$ cat src/rtl/tlrx_pkg.sv
package tlrx_pkg;

   localparam int unsigned FMT_W = 3;

   localparam logic [FMT_W-1:0] FMT_RJ  = 3'd0;
   localparam logic [FMT_W-1:0] FMT_LJ  = 3'd1;
   localparam logic [FMT_W-1:0] FMT_DLY = 3'd2;

   typedef enum logic [1:0] {
      MODE_RJ,
      MODE_LJ,
      MODE_DLY
   } frame_mode_e;

   // unknown codes fall back to right-justified framing
   function automatic frame_mode_e decode_fmt(input logic [FMT_W-1:0] code);
      case (code)
         FMT_LJ:  return MODE_LJ;
         FMT_DLY: return MODE_DLY;
         default: return MODE_RJ;
      endcase
   endfunction

endpackage

$ cat src/rtl/tlrx_sync.sv
module tlrx_sync #(
   parameter int unsigned N      = 5,
   parameter int unsigned STAGES = 2
) (
   input  logic         clk_i,
   input  logic         rst_ni,
   input  logic [N-1:0] din_i,
   output logic [N-1:0] dout_o
);

   logic [STAGES-1:0][N-1:0] pipe_q;

   always_ff @(posedge clk_i or negedge rst_ni) begin
      if (!rst_ni) pipe_q[0] <= '0;
      else         pipe_q[0] <= din_i;
   end

   for (genvar s = 1; s < STAGES; s++) begin : g_stage
      always_ff @(posedge clk_i or negedge rst_ni) begin
         if (!rst_ni) pipe_q[s] <= '0;
         else         pipe_q[s] <= pipe_q[s-1];
      end
   end

   assign dout_o = pipe_q[STAGES-1];

endmodule

$ cat src/rtl/tlrx_framer.sv
module tlrx_framer
   import tlrx_pkg::*;
#(
   parameter int unsigned W = 24
) (
   input  logic             clk_i,
   input  logic             rst_ni,
   input  logic             bclk_s_i,
   input  logic             wclk_s_i,
   input  logic [FMT_W-1:0] fmt_i,
   output logic             shift_o,
   output logic             take_pre_o,
   output logic             done_o,
   output logic             done_left_o,
   output logic             publish_o
);

   localparam int unsigned     CW   = $clog2(W + 1);
   localparam logic [CW-1:0]   LAST = CW'(W - 1);
   localparam logic [CW-1:0]   FULL = CW'(W);

   logic             bprev_q, wprev_q, armed_q, left_ok_q;
   logic [FMT_W-1:0] fmt_q;
   logic [CW-1:0]    cnt_q, cnt_n;
   logic             rise, wedge, chg;
   frame_mode_e      mode_q, mode_new, mode_start;

   assign rise     = bclk_s_i & ~bprev_q;
   assign wedge    = wclk_s_i ^ wprev_q;
   assign chg      = wedge & (fmt_i != fmt_q);
   assign mode_q   = decode_fmt(fmt_q);
   assign mode_new = decode_fmt(fmt_i);

   always_comb begin
      shift_o     = 1'b0;
      take_pre_o  = 1'b0;
      done_o      = 1'b0;
      done_left_o = 1'b0;
      cnt_n       = cnt_q;
      mode_start  = chg ? mode_new : mode_q;
      if (rise) begin
         if (wedge) begin
            // close the half that just ended, unless the format is switching
            if (armed_q && !chg) begin
               case (mode_q)
                  MODE_RJ: begin
                     done_o      = 1'b1;
                     take_pre_o  = 1'b1;
                     done_left_o = wprev_q;
                  end
                  MODE_DLY: begin
                     if (cnt_q == LAST) begin
                        done_o      = 1'b1;
                        shift_o     = 1'b1;
                        done_left_o = ~wprev_q;
                     end
                  end
                  default: ;
               endcase
            end
            // open the new half in the (possibly new) format
            case (mode_start)
               MODE_LJ: begin
                  shift_o = 1'b1;
                  cnt_n   = CW'(1);
               end
               MODE_DLY: cnt_n = '0;
               default: begin
                  shift_o = 1'b1;
                  cnt_n   = FULL;
               end
            endcase
         end else begin
            case (mode_q)
               MODE_RJ: shift_o = 1'b1;
               default: begin
                  if (cnt_q < FULL) begin
                     shift_o = 1'b1;
                     cnt_n   = cnt_q + CW'(1);
                     if (cnt_q == LAST) begin
                        done_o      = 1'b1;
                        done_left_o = (mode_q == MODE_LJ) ? wclk_s_i : ~wclk_s_i;
                     end
                  end
               end
            endcase
         end
      end
   end

   assign publish_o = done_o & ~done_left_o & left_ok_q;

   always_ff @(posedge clk_i or negedge rst_ni) begin
      if (!rst_ni) begin
         bprev_q   <= 1'b0;
         wprev_q   <= 1'b0;
         armed_q   <= 1'b0;
         left_ok_q <= 1'b0;
         fmt_q     <= FMT_RJ;
         cnt_q     <= FULL;
      end else begin
         bprev_q <= bclk_s_i;
         if (rise) begin
            wprev_q <= wclk_s_i;
            cnt_q   <= cnt_n;
            if (wedge) begin
               fmt_q   <= fmt_i;
               armed_q <= 1'b1;
            end
            if (chg)         left_ok_q <= 1'b0;
            else if (done_o) left_ok_q <= done_left_o;
         end
      end
   end

endmodule

$ cat src/rtl/tlrx_lane.sv
module tlrx_lane #(
   parameter int unsigned W = 24
) (
   input  logic         clk_i,
   input  logic         rst_ni,
   input  logic         sd_i,
   input  logic         shift_i,
   input  logic         take_pre_i,
   input  logic         done_i,
   input  logic         done_left_i,
   input  logic         publish_i,
   output logic [W-1:0] left_o,
   output logic [W-1:0] right_o
);

   logic [W-1:0] sr_q, sr_n, word, hold_q;

   assign sr_n = shift_i ? {sr_q[W-2:0], sd_i} : sr_q;
   assign word = take_pre_i ? sr_q : sr_n;

   always_ff @(posedge clk_i or negedge rst_ni) begin
      if (!rst_ni) begin
         sr_q    <= '0;
         hold_q  <= '0;
         left_o  <= '0;
         right_o <= '0;
      end else begin
         sr_q <= sr_n;
         if (done_i && done_left_i) hold_q <= word;
         if (publish_i) begin
            left_o  <= hold_q;
            right_o <= word;
         end
      end
   end

endmodule

$ cat src/rtl/tri_lane_audio_rx.sv
module tri_lane_audio_rx
   import tlrx_pkg::*;
#(
   parameter int unsigned LANES       = 3,
   parameter int unsigned WORD_W      = 24,
   parameter int unsigned SYNC_STAGES = 2
) (
   input  logic                        clk_i,
   input  logic                        rst_ni,
   input  logic                        bit_clk_i,
   input  logic                        word_clk_i,
   input  logic [LANES-1:0]            sdata_i,
   input  logic [FMT_W-1:0]            fmt_i,
   output logic [LANES*2*WORD_W-1:0]   pcm_o,
   output logic                        valid_o
);

   localparam int unsigned SYNC_W = LANES + 2;

   if (WORD_W < 2) begin : g_bad_width
      $error("WORD_W must be at least 2");
   end
   if (SYNC_STAGES < 2) begin : g_bad_sync
      $error("SYNC_STAGES must be at least 2");
   end
   if (LANES < 1) begin : g_bad_lanes
      $error("LANES must be at least 1");
   end

   logic [SYNC_W-1:0] sync_q;
   logic shift, take_pre, done, done_left, publish;

   tlrx_sync #(.N(SYNC_W), .STAGES(SYNC_STAGES)) u_sync (
      .clk_i  (clk_i),
      .rst_ni (rst_ni),
      .din_i  ({sdata_i, word_clk_i, bit_clk_i}),
      .dout_o (sync_q)
   );

   tlrx_framer #(.W(WORD_W)) u_framer (
      .clk_i       (clk_i),
      .rst_ni      (rst_ni),
      .bclk_s_i    (sync_q[0]),
      .wclk_s_i    (sync_q[1]),
      .fmt_i       (fmt_i),
      .shift_o     (shift),
      .take_pre_o  (take_pre),
      .done_o      (done),
      .done_left_o (done_left),
      .publish_o   (publish)
   );

   for (genvar l = 0; l < LANES; l++) begin : g_lane
      tlrx_lane #(.W(WORD_W)) u_lane (
         .clk_i       (clk_i),
         .rst_ni      (rst_ni),
         .sd_i        (sync_q[2+l]),
         .shift_i     (shift),
         .take_pre_i  (take_pre),
         .done_i      (done),
         .done_left_i (done_left),
         .publish_i   (publish),
         .left_o      (pcm_o[2*l*WORD_W +: WORD_W]),
         .right_o     (pcm_o[(2*l+1)*WORD_W +: WORD_W])
      );
   end

   always_ff @(posedge clk_i or negedge rst_ni) begin
      if (!rst_ni) valid_o <= 1'b0;
      else         valid_o <= publish;
   end

endmodule

$ cat config.mk
export PLATFORM = sky130hd
export DESIGN_NAME = tri_lane_audio_rx
export DESIGN_NICKNAME = d
export VERILOG_FILES = /design/src/rtl/tlrx_pkg.sv /design/src/rtl/tlrx_sync.sv /design/src/rtl/tlrx_framer.sv /design/src/rtl/tlrx_lane.sv /design/src/rtl/tri_lane_audio_rx.sv
export SDC_FILE = /design/constraint.sdc
export NUM_CORES = 1
export LEC_CHECK = 0
export CORE_AREA = 2 2 150 152
export DETAILED_ROUTE_END_ITERATION = 8
export DIE_AREA = 0 0 152 154
export GPL_ROUTABILITY_DRIVEN = 0
export PLACE_DENSITY = 0.93
export SETUP_SLACK_MARGIN = 0.5
export SLEW_MARGIN = 40
export SYNTH_ARGS = -nofsm -noshare
export SYNTH_HDL_FRONTEND = slang
export SYNTH_SLANG_ARGS = --single-unit
$ cat constraint.sdc
create_clock -name clk_i -period 4.94 [get_ports clk_i]
set_input_delay 1.235 -clock clk_i [delete_from_list [all_inputs] [get_ports clk_i]]
set_output_delay 1.235 -clock clk_i [all_outputs]
set_load 0.01 [all_outputs]
## Word-level counts from Yosys, hierarchy flattened

Cells that the tools add are included.

| operators by class | value |
|---|---|
| reductions and logical operators | 9 |
| $mul | 0 |
| bitwise gates (word level) | 9 |
| equal/unequal tests | 11 |
| add/sub/neg operators | 1 |
| order comparisons | 1 |
| divide/modulo/power cells | 0 |
| shifts and indexed selects | 0 |
| mux-type cells | 42 |

Operators with widths:

| kind | number |
|---|---|
| 24-bit 2-to-1 mux | 6 |
| 1-bit 2-to-1 mux | 27 |
| 5-bit 2-to-1 mux | 3 |
| 5-bit case mux with 2 select lines | 1 |
| 2-bit case mux with 2 select lines | 2 |
| 3-bit by 1-bit == test with 1-bit output (second input constant) | 2 |
| 3-bit by 2-bit == test with 1-bit output (second input constant) | 2 |
| 5-bit by 1-bit adder with 5-bit output (second input constant) | 1 |
| 5-bit == test (second input constant) | 1 |
| 5-bit < comparator (second input constant) | 1 |
| 1-bit bitwise AND | 4 |
| 2-bit by 1-bit == test with 1-bit output (second input constant) | 2 |
| 2-bit == test (second input constant) | 2 |
| 1-bit NOT | 4 |
| 1-bit case mux with 2 select lines | 2 |
| 2-bit AND reduction | 2 |
| 2-bit nonzero test | 2 |
| 3-bit inequality test | 1 |
| 3-bit AND reduction | 1 |
| 1-bit logical AND | 2 |
| 2-bit logical NOT | 1 |
| 2-bit 2-to-1 mux | 1 |
| 2-bit by 1-bit inequality test with 1-bit output (second input constant) | 1 |
| 1-bit logical NOT | 1 |
| 1-bit XOR | 1 |

| word-level totals | value |
|---|---|
| latch bits | 0 |
| word-level logic and storage cells | 94 |
| register bits after elaboration | 311 |
| RAM bits | 0 |
| memories | 0 |
| memory bits (read-only) | 0 |
| bits of input ports | 10 |

## Logic depth before layout (Yosys ltp)

Gate-level depths: netlist of the first run.

| depth | value |
|---|---|
| depth after elaboration | 12 |
| mapped depth | 13 |
| mapped depth without buffers | 10 |

## By module

Synthesis of the first run repeated with hierarchy kept, for this count alone.

| second synthesis, totals | value |
|---|---|
| cells, all modules | 966 |
| area total of the unflattened synthesis | 12433.2 um^2 |

Modules (own cells, without submodules):

| module | area an instance (um^2) | seq. area each (um^2) | instances | cells each |
|---|---|---|---|---|
| tlrx_lane | 3743.6 | 2402.3 | 3 | 285 |
| tlrx_framer | 889.6 | 302.8 | 1 | 95 |
| tlrx_sync | 287.8 | 250.2 | 1 | 15 |
| tri_lane_audio_rx | 25.0 | 25.0 | 1 | 1 |

## Least setup slack after synthesis of the first run

No wires, ideal clock.

| path | value |
|---|---|
| kind | input to register |
| from | input fmt_i[1] |
| to | register g_lane[2].u_lane.hold_q[16] |
| setup time | 0.125 ns |
| path buffers | 1 |
| required time | 4.815 ns |
| data arrival time | 3.521 ns |
| slack | 1.295 ns |
| cell stages on the path | 10 |
| cell sequence | xor2_1 > nor3_1 > nor2_1 > mux2_2 > ha_1 > a31o_1 > nor2_4 > buf_12 > mux2_1 > mux2_2 |

| on the way | value |
|---|---|
| word-level cells in the longest chain between the ends | 10 |
| elaborated cells between the ends (all ways) | 25 |
| those cells by class | eq/ne (4); mux (17); bitwise (1); reduce/logical (3) |

RTL lines:

| what | RTL line | RTL |
|---|---|---|
| start, declared | tri_lane_audio_rx.sv:13 | `input logic [FMT_W-1:0] fmt_i,` |
| parallel branches: the longest is 10 deep, another holds 24-bit 2-to-1 mux | - |  |
| end signal, assigned | tlrx_lane.sv:29 | `if (done_i && done_left_i) hold_q <= word;` |
| end, declared | tlrx_lane.sv:16 | `logic [W-1:0] sr_q, sr_n, word, hold_q;` |

Several ways; the timed one is not identified.
A chain may end at the register's enable or synchronous reset.

## Worst setup path in the final report of the first run

| path | value |
|---|---|
| from | input fmt_i[1] |
| to | register g_lane[0].u_lane.hold_q[3] |

| on the way | value |
|---|---|
| word-level cells in the longest chain between the ends | 10 |
| elaborated cells between the ends (all ways) | 25 |
| those cells by class | eq/ne (4); mux (17); bitwise (1); reduce/logical (3) |

RTL lines:

| what | RTL line |
|---|---|
| parallel branches: the longest is 10 deep, another holds 24-bit 2-to-1 mux | - |
| end signal, assigned | tlrx_lane.sv:29 |
| end, declared | tlrx_lane.sv:16 |

Several ways; the timed one is not identified.

==> results.md, run 1 <==
- Drt drc: 0
- WL per Instance: 18.1 um
- Power per cell area: 493 nW/um^2
- Clk network pwr share: 0.316
- Psw: 2.16 mW
- PortBufs: 154
- Worst-path fanout max: 19
- Fin crit share: 0.820
- Clock buffer depth: 3
- Avg Synthesized Cell Area: ~14 sq um
- Die height: roughly 150 um
- Worst skew pair latency: 490 ps
- Sequential share of the synthesized area: 0.601
- Seq pwr share: 0.473
- Post-Layout Cell Count: 1359
- Max Slew Vio Count: 0
- Hold Crit Start: u_sync.pipe_q[2]$_DFF_PN0_
- Crit end category: flop
- Setup TNS: 0 ps
- Final Skew: 14.4 ps
- Vias: 7728
- Tightest Pin Transition: about 730 ps
- Boundary Pins: 155
- RR Startpoint: u_framer.fmt_q[2]$_DFFE_PN0P_
- CP cell instances: clkdlybuf4s50_1, xor2_1, nor3_1, nor2_1, mux2_2, ha_1, nand2_1, mux2i_1, nor2_4, buf_4, buf_4, mux2i_1, a21oi_1
- Hold buffer count at cts: 0
- FP Rows: 54
- Clk sinks: between 300 and 400
- Fmax: 247 MHz
- Cts repair resizes: 0
- Die Wd: 152 um
- Rel. slew slack: 0.513
- Yosys warns: 0
- Worst path arrival time: approximately 4400 ps
- Share of layout cells above drive strength 1: 0.221
- Max incr delay on CP: about 530 ps
- DRT Pass-1 Iters: 4
- Iteration-0 DRC count of the detailed router: 379
- Setup bufs post-CTS: 0
- Worst IR drop on VDD: 296 uV
- Pleak: 7.14 nW
- Vias in the first global route: about 8000
- Area Growth Syn to Fin: 21.5%
- MaxCap Viol Count: 0
- Final wirelength: approximately 25000 um
- Syn nets: 937
- CTS tree: done
- Switch share: 0.278
- Critical Path Slowest Stage Cell: clkdlybuf4s50_1
- Antenna cells: 0
- Cells after Synth: between 900 and 1000
- Die area: 23400 sq um
- Vias per cell: 5.69
- Hold Path Class: flop to flop
- Outcome: complete, no violations
- Starting density of the core: 0.597
- Worst hold slack: roughly 340 ps
- Root buf cell: clkbuf_16
- RSZ-0062 raised after global routing: false
- Initial antenna violation count: 0
- Post-Syn Area: between 10000 and 15000 sq um
- Tot Pwr: 7.77 mW
- Pint: 5.61 mW
- Crit path buffers/inverters: 3
- Clock transition at path regs: 60 ps
- First-pass GRT wire length: 41400 um
- Final Util: 0.726
- Total GRT Usage: 0.212
- H-tree Lvls: 2
- CORE AREA: between 20000 and 25000 sq um
- Delay-heaviest family, CP: buffers and inverters
- CP Launch Type: input pin
- Comb power frac: 0.211
- Dpl hpwl: about 15000 um
- Final ANT Viol Nets: 0
- Pin count of the biggest net entering global routing: 170
- Gr ovfl total: 0
- Critical path required time: 5290 ps
- Distinct cells, synth: 45
- Final hold violation count: 0
- Setup CP Type: input pin to flop
- Num CTS Buffers: 34
- Final setup viols: 0
- Crit path time final: 4050 ps
- Cells after DPL: 1304
- Seq cells post-synth: 311
- Crit path launch: fmt_i[1]
- Final net count: roughly 1100
metal layers:
layer | vias to the layer above | track usage | routed length, um
li1 | 3600 | - | -
met1 | 3911 | 0.283 | 10700
met2 | 179 | 0.363 | 12300
met3 | 38 | 0.0457 | 1230
met4 | 0 | 0.0467 | 377
met5 | - | 0 | 0
Yosys cell counts, drive strengths merged:
master,number,area share
a2bb2oi,1,0.00068
o41ai,1,0.00068
nand3,3,0.0012
mux2i,56,0.043
nor2b,2,0.00097
nor2,59,0.018
o21ai,63,0.025
a21o,1,0.00058
dfrtp,309,0.60
and4b,1,0.00077
o31ai,56,0.052
nor3,5,0.0027
a31o,2,0.0014
xnor2,2,0.0014
a21oi,58,0.022
ha,3,0.0029
a311o,1,0.00077
dfstp,2,0.0041
nor4b,1,0.0018
or2,2,0.00097
o211a,1,0.00077
xor2,4,0.0027
nor3b,5,0.0037
nand2,12,0.0035
mux2,202,0.18
inv,2,0.00058
nand3b,1,0.00058
clkbuf,13,0.0038
buf,52,0.028
a211oi,1,0.00058
and2,1,0.00048
nand2b,2,0.00097
power by group through the flow:
| stage | Combinational [mW] | Sequential (mW) | Clock, mW |
|---|---|---|---|
| CTS | 1.66 | 3.67 | 2.51 |
| floorplan | 1.01 | 3.64 | 0 |
| global placement | 1.56 | 3.67 | 0 |
| global route | 1.80 | 3.77 | 2.62 |
| finish | 1.64 | 3.67 | 2.45 |
| detailed placement | 1.65 | 3.70 | 0 |
cells in the final DEF, fill, tap and decap left out, types with 2 or more instances in the layout:
master,instances
dfrtp_1,309
xor2_1,3
nor3b_1,3
nor3b_2,2
clkdlybuf4s50_1,153
o21ai_0,61
buf_4,3
nor3_1,3
ha_1,3
nor2_4,2
nand2_1,12
mux2_1,89
mux2i_1,56
dfstp_2,2
clkinv_2,4
clkbuf_16,35
mux2_2,112
xnor2_1,2
clkbuf_1,5
nand3_1,3
o31ai_1,6
nor2b_1,2
nand2b_1,2
clkbuf_8,8
inv_1,2
nor2_1,57
o31ai_2,50
a21oi_1,58
buf_12,8
bufinv_16,2
path summary, 6_finish.rpt:
path | end | slack [ps] | cells after the start
max in group asynchronous | g_lane[0].u_lane.sr_q[22]$_DFF_PN0_ | 3150 | 2
min reg2reg | u_sync.dout_o[2]$_DFF_PN0_ | 340 | 0
max reg2reg | g_lane[0].u_lane.hold_q[3]$_DFFE_PN0P_ | 1700 | 12
max | g_lane[0].u_lane.hold_q[3]$_DFFE_PN0P_ | 890 | 13
min | u_sync.dout_o[2]$_DFF_PN0_ | 340 | 0
min in group asynchronous | g_lane[1].u_lane.left_o[6]$_DFFE_PN0P_ | 750 | 1
metrics by stage:
| stage | cell area [sq um] | setup WS (ps) |
|---|---|---|
| floorplan | 13000 | 1290 |
| global placement | 14600 | 534 |
| detailed placement | 14600 | 441 |
| CTS | 15700 | 917 |
| global route | 15700 | 728 |
| finish | 15700 | 891 |
kinds of logic (layout without fill, tap and decap cells):
group,Yosys count,after routing,share of synthesized area
adder cells (fa/ha/maj),3,3,0.00290
buffers and inverters,67,222,0.0326
AO/OA/AOI/OAI,185,185,0.105
multiplexers,258,258,0.219
AND/OR/NAND/NOR,94,94,0.0358
flip-flops,311,311,0.601
XOR/XNOR,6,6,0.00406
state kept, by name, summed over array words and instances (netlist names):
signal                 count
g_lane.u_lane.left_o      72
u_sync.pipe_q              5
u_framer.left_ok_q         1
u_sync.dout_o              5
u_framer.fmt_q             3
g_lane.u_lane.right_o     72
g_lane.u_lane.hold_q      72
u_framer.bprev_q           1
u_framer.wprev_q           1
u_framer.armed_q           1
valid_o                    1
g_lane.u_lane.sr_q        72
u_framer.cnt_q             5
final cells by class:
cell class | count | area [sq um]
Clock buffer | 48 | 1000
Tap cell | 280 | 350
Clock inverter | 7 | 88.8
Multi-Input combinational cell | 546 | 4770
Fill cell | 1352 | 5950
Timing Repair Buffer | 165 | 1730
Inverter | 2 | 7.51
Sequential cell | 311 | 7780
Power figures use the tool's default switching activity.
==> inputs of run 2 (changes only) <==
Settings changed: CORE_AREA 2 2 150 152 to 2 2 164 166, DIE_AREA 0 0 152 154 to 0 0 166 168, PLACE_DENSITY 0.93 to 0.84.
Clock period 4.94 ns to 3.55 ns, I/O delays scaled along.
==> results.md, run 2 (same netlist as run 1, synthesis figures left out) <==
- Outcome: complete, no violations
- Worst-path fanout max: 10 (-9)
- Fin crit share: 0.824
- Comb power frac: 0.226 (+0.015)
- FP Rows: 60 (+11%)
- Final ANT Viol Nets: 0 (unchanged)
- Die height: 168 um (+9.1%)
- Final Util: 0.629 (-0.0962)
- Clock buffer depth: 3 (unchanged)
- Tightest Pin Transition: 635 ps (-96.2 ps)
- Vias: 7829 (+1.3%)
- Die area: 27900 sq um (+19%)
- Cells after DPL: 1392 (+6.7%)
- Max Slew Vio Count: 0 (unchanged)
- Tot Pwr: 11.3 mW (+46%)
- Worst IR drop on VDD: 469 uV (+58%)
- Clk sinks: 311 (unchanged)
- Fill cell count: 1906 (+41%)
- Num CTS Buffers: 34 (unchanged)
- Power per cell area: 683 nW/um^2 (+38%)
- CP Launch Type: flop
- Share of layout cells above drive strength 1: 0.311 (+0.0906)
- CORE AREA: 26400 sq um (+21%)
- MaxCap Viol Count: 0 (unchanged)
- Antenna cells: 0 (unchanged)
- Total GRT Usage: 0.182 (-0.0305)
- Dpl hpwl: 16200 um (+7.4%)
- DRT Pass-1 Iters: 5 (+1)
- Critical path required time: 3930 ps (-1360 ps)
- Gr ovfl total: 0 (unchanged)
- WL per Instance: 17.3 um (-4.7%)
- Final instance area: 16600 sq um (+5.4%)
- Worst skew pair latency: 500 ps (about the same)
- Pin count of the biggest net entering global routing: 75 (-56%)
- Vias per cell: 5.38 (-5.4%)
- Setup TNS: 0 ps (unchanged)
- Worst path arrival time: 3300 ps (-1090 ps)
- Final net count: 1104 (+2.9%)
- Iteration-0 DRC count of the detailed router: 397 (+4.7%)
- Switch share: 0.281 (+0.00269)
- Commonest non-fill, non-tap cell in the layout: dfrtp_1
- Area Growth Syn to Fin: 28.0%
- Setup CP Type: flop to flop
- Final setup viols: 0 (unchanged)
- PortBufs: 154 (unchanged)
- Final Skew: 11.7 ps (-2.68 ps)
- Root buf cell: clkbuf_16
- Post-Layout Cell Count: 1456 (+7.1%)
- RSZ-0062 raised after global routing: false
- Drt drc: 0 (unchanged)
- Clk network pwr share: 0.317 (about the same)
- Crit path time final: 2920 ps
- Starting density of the core: 0.492 (-0.106)
- Post-DP Area: 15400 sq um (+5.0%)
- CTS tree: done
- Final wirelength: 25200 um (+2.1%)
- Crit end category: flop
- Die Wd: 166 um (+9.2%)
- Hold Path Class: flop to flop
- Rel. slew slack: 0.571 (+0.0586)
- Final hold violation count: 0 (unchanged)
- Most frequent cells in the layout: 308 x dfrtp_1, 150 x clkdlybuf4s50_1, 106 x mux2_2
- Pint: 8.15 mW (+45%)
- Pleak: 7.42 nW (+3.9%)
- Seq pwr share: 0.456 (-0.017)
- Psw: 3.18 mW (+47%)
- Clock transition at path regs: 60 ps (about the same)
- Fmax: roughly 340 MHz
- Vias in the first global route: 8002 (-0.97%)
- First-pass GRT wire length: 42000 um (+1.4%)
- Initial antenna violation count: 0 (unchanged)
- Boundary Pins: 155 (unchanged)
- H-tree Lvls: 2 (unchanged)
-- run 2: cell count changes in the layout (fill, tap and decap cells not counted), sizes merged --
cell / delta
inv: +2
clkbuf: -2
clkinv: +6
clkdlybuf4s50: -3
buf: +31
bufinv: +2
-- run 2: cell type report --
| cell class | count | area, sq um | area share |
|---|---|---|---|
| well taps | 341 | 427 | 0.0257 |
| inverters | 2 | 7.51 | 0.000453 |
| multi-input cells | 546 | 5100 | 0.308 |
| clock inverters | 17 | 200 | 0.0121 |
| flip-flops and latches | 311 | 7790 | 0.469 |
| clock buffers | 43 | 956 | 0.0576 |
| repair buffers | 196 | 2110 | 0.127 |
-- run 2: final timing paths --
path | from | to | slack [ps] | cells after the start
max reg2reg | u_framer.fmt_q[2]$_DFFE_PN0P_ | g_lane[2].u_lane.right_o[2]$_DFFE_PN0P_ | 630 | 11
max | u_framer.fmt_q[2]$_DFFE_PN0P_ | g_lane[2].u_lane.right_o[2]$_DFFE_PN0P_ | 630 | 11
min | u_sync.pipe_q[1]$_DFF_PN0_ | u_sync.dout_o[1]$_DFF_PN0_ | 350 | 0
min reg2reg | u_sync.pipe_q[1]$_DFF_PN0_ | u_sync.dout_o[1]$_DFF_PN0_ | 350 | 0
max in group asynchronous | rst_ni | u_framer.cnt_q[3]$_DFFE_PN1P_ | 2320 | 2
min in group asynchronous | rst_ni | g_lane[0].u_lane.left_o[9]$_DFFE_PN0P_ | 360 | 1
-- run 2: power groups by stage --
stage | clock network, mW | logic [mW] | registers [mW]
finish | 3.60 | 2.56 | 5.17
detailed placement | 0 | 2.55 | 5.23
CTS | 3.69 | 2.60 | 5.18
global placement | 0 | 2.45 | 5.19
global route | 3.83 | 2.80 | 5.31
floorplan | 0 | 1.60 | 5.13
-- run 2: what timing repair did --
action	4_1_cts	5_1_grt
setup endpoints to repair	170	144
hold buffers	0	0
buffers inserted	3	0
cloned	1	0
resized for setup	6	8
pin swaps	3	2
-- run 2: critical path, cell delays in order, from the launching register on --
cell	delay, ps
dfrtp_2	490
xor2_4	210
nor3_2	230
nor2_2	100
mux2_4	340
ha_4	160
a31o_1	240
nor2_4	110
buf_4	130
buf_12	130
mux2_2	350
mux2_1	310
-- run 2: metal layers --
metal	wire length (um)	GRT usage	vias up
li1	-	-	3652
met1	11200	0.246	3977
met2	12300	0.300	160
met3	1180	0.0397	40
met4	527	0.0491	0
met5	0	0	-
-- run 2: stage by stage --
step	hold slack, ps	setup slack [ps]
after CTS	353	507
after floorplan	331	356
final	350	625
after detailed placement	335	-398
after global placement	333	-313
after global routing	363	523
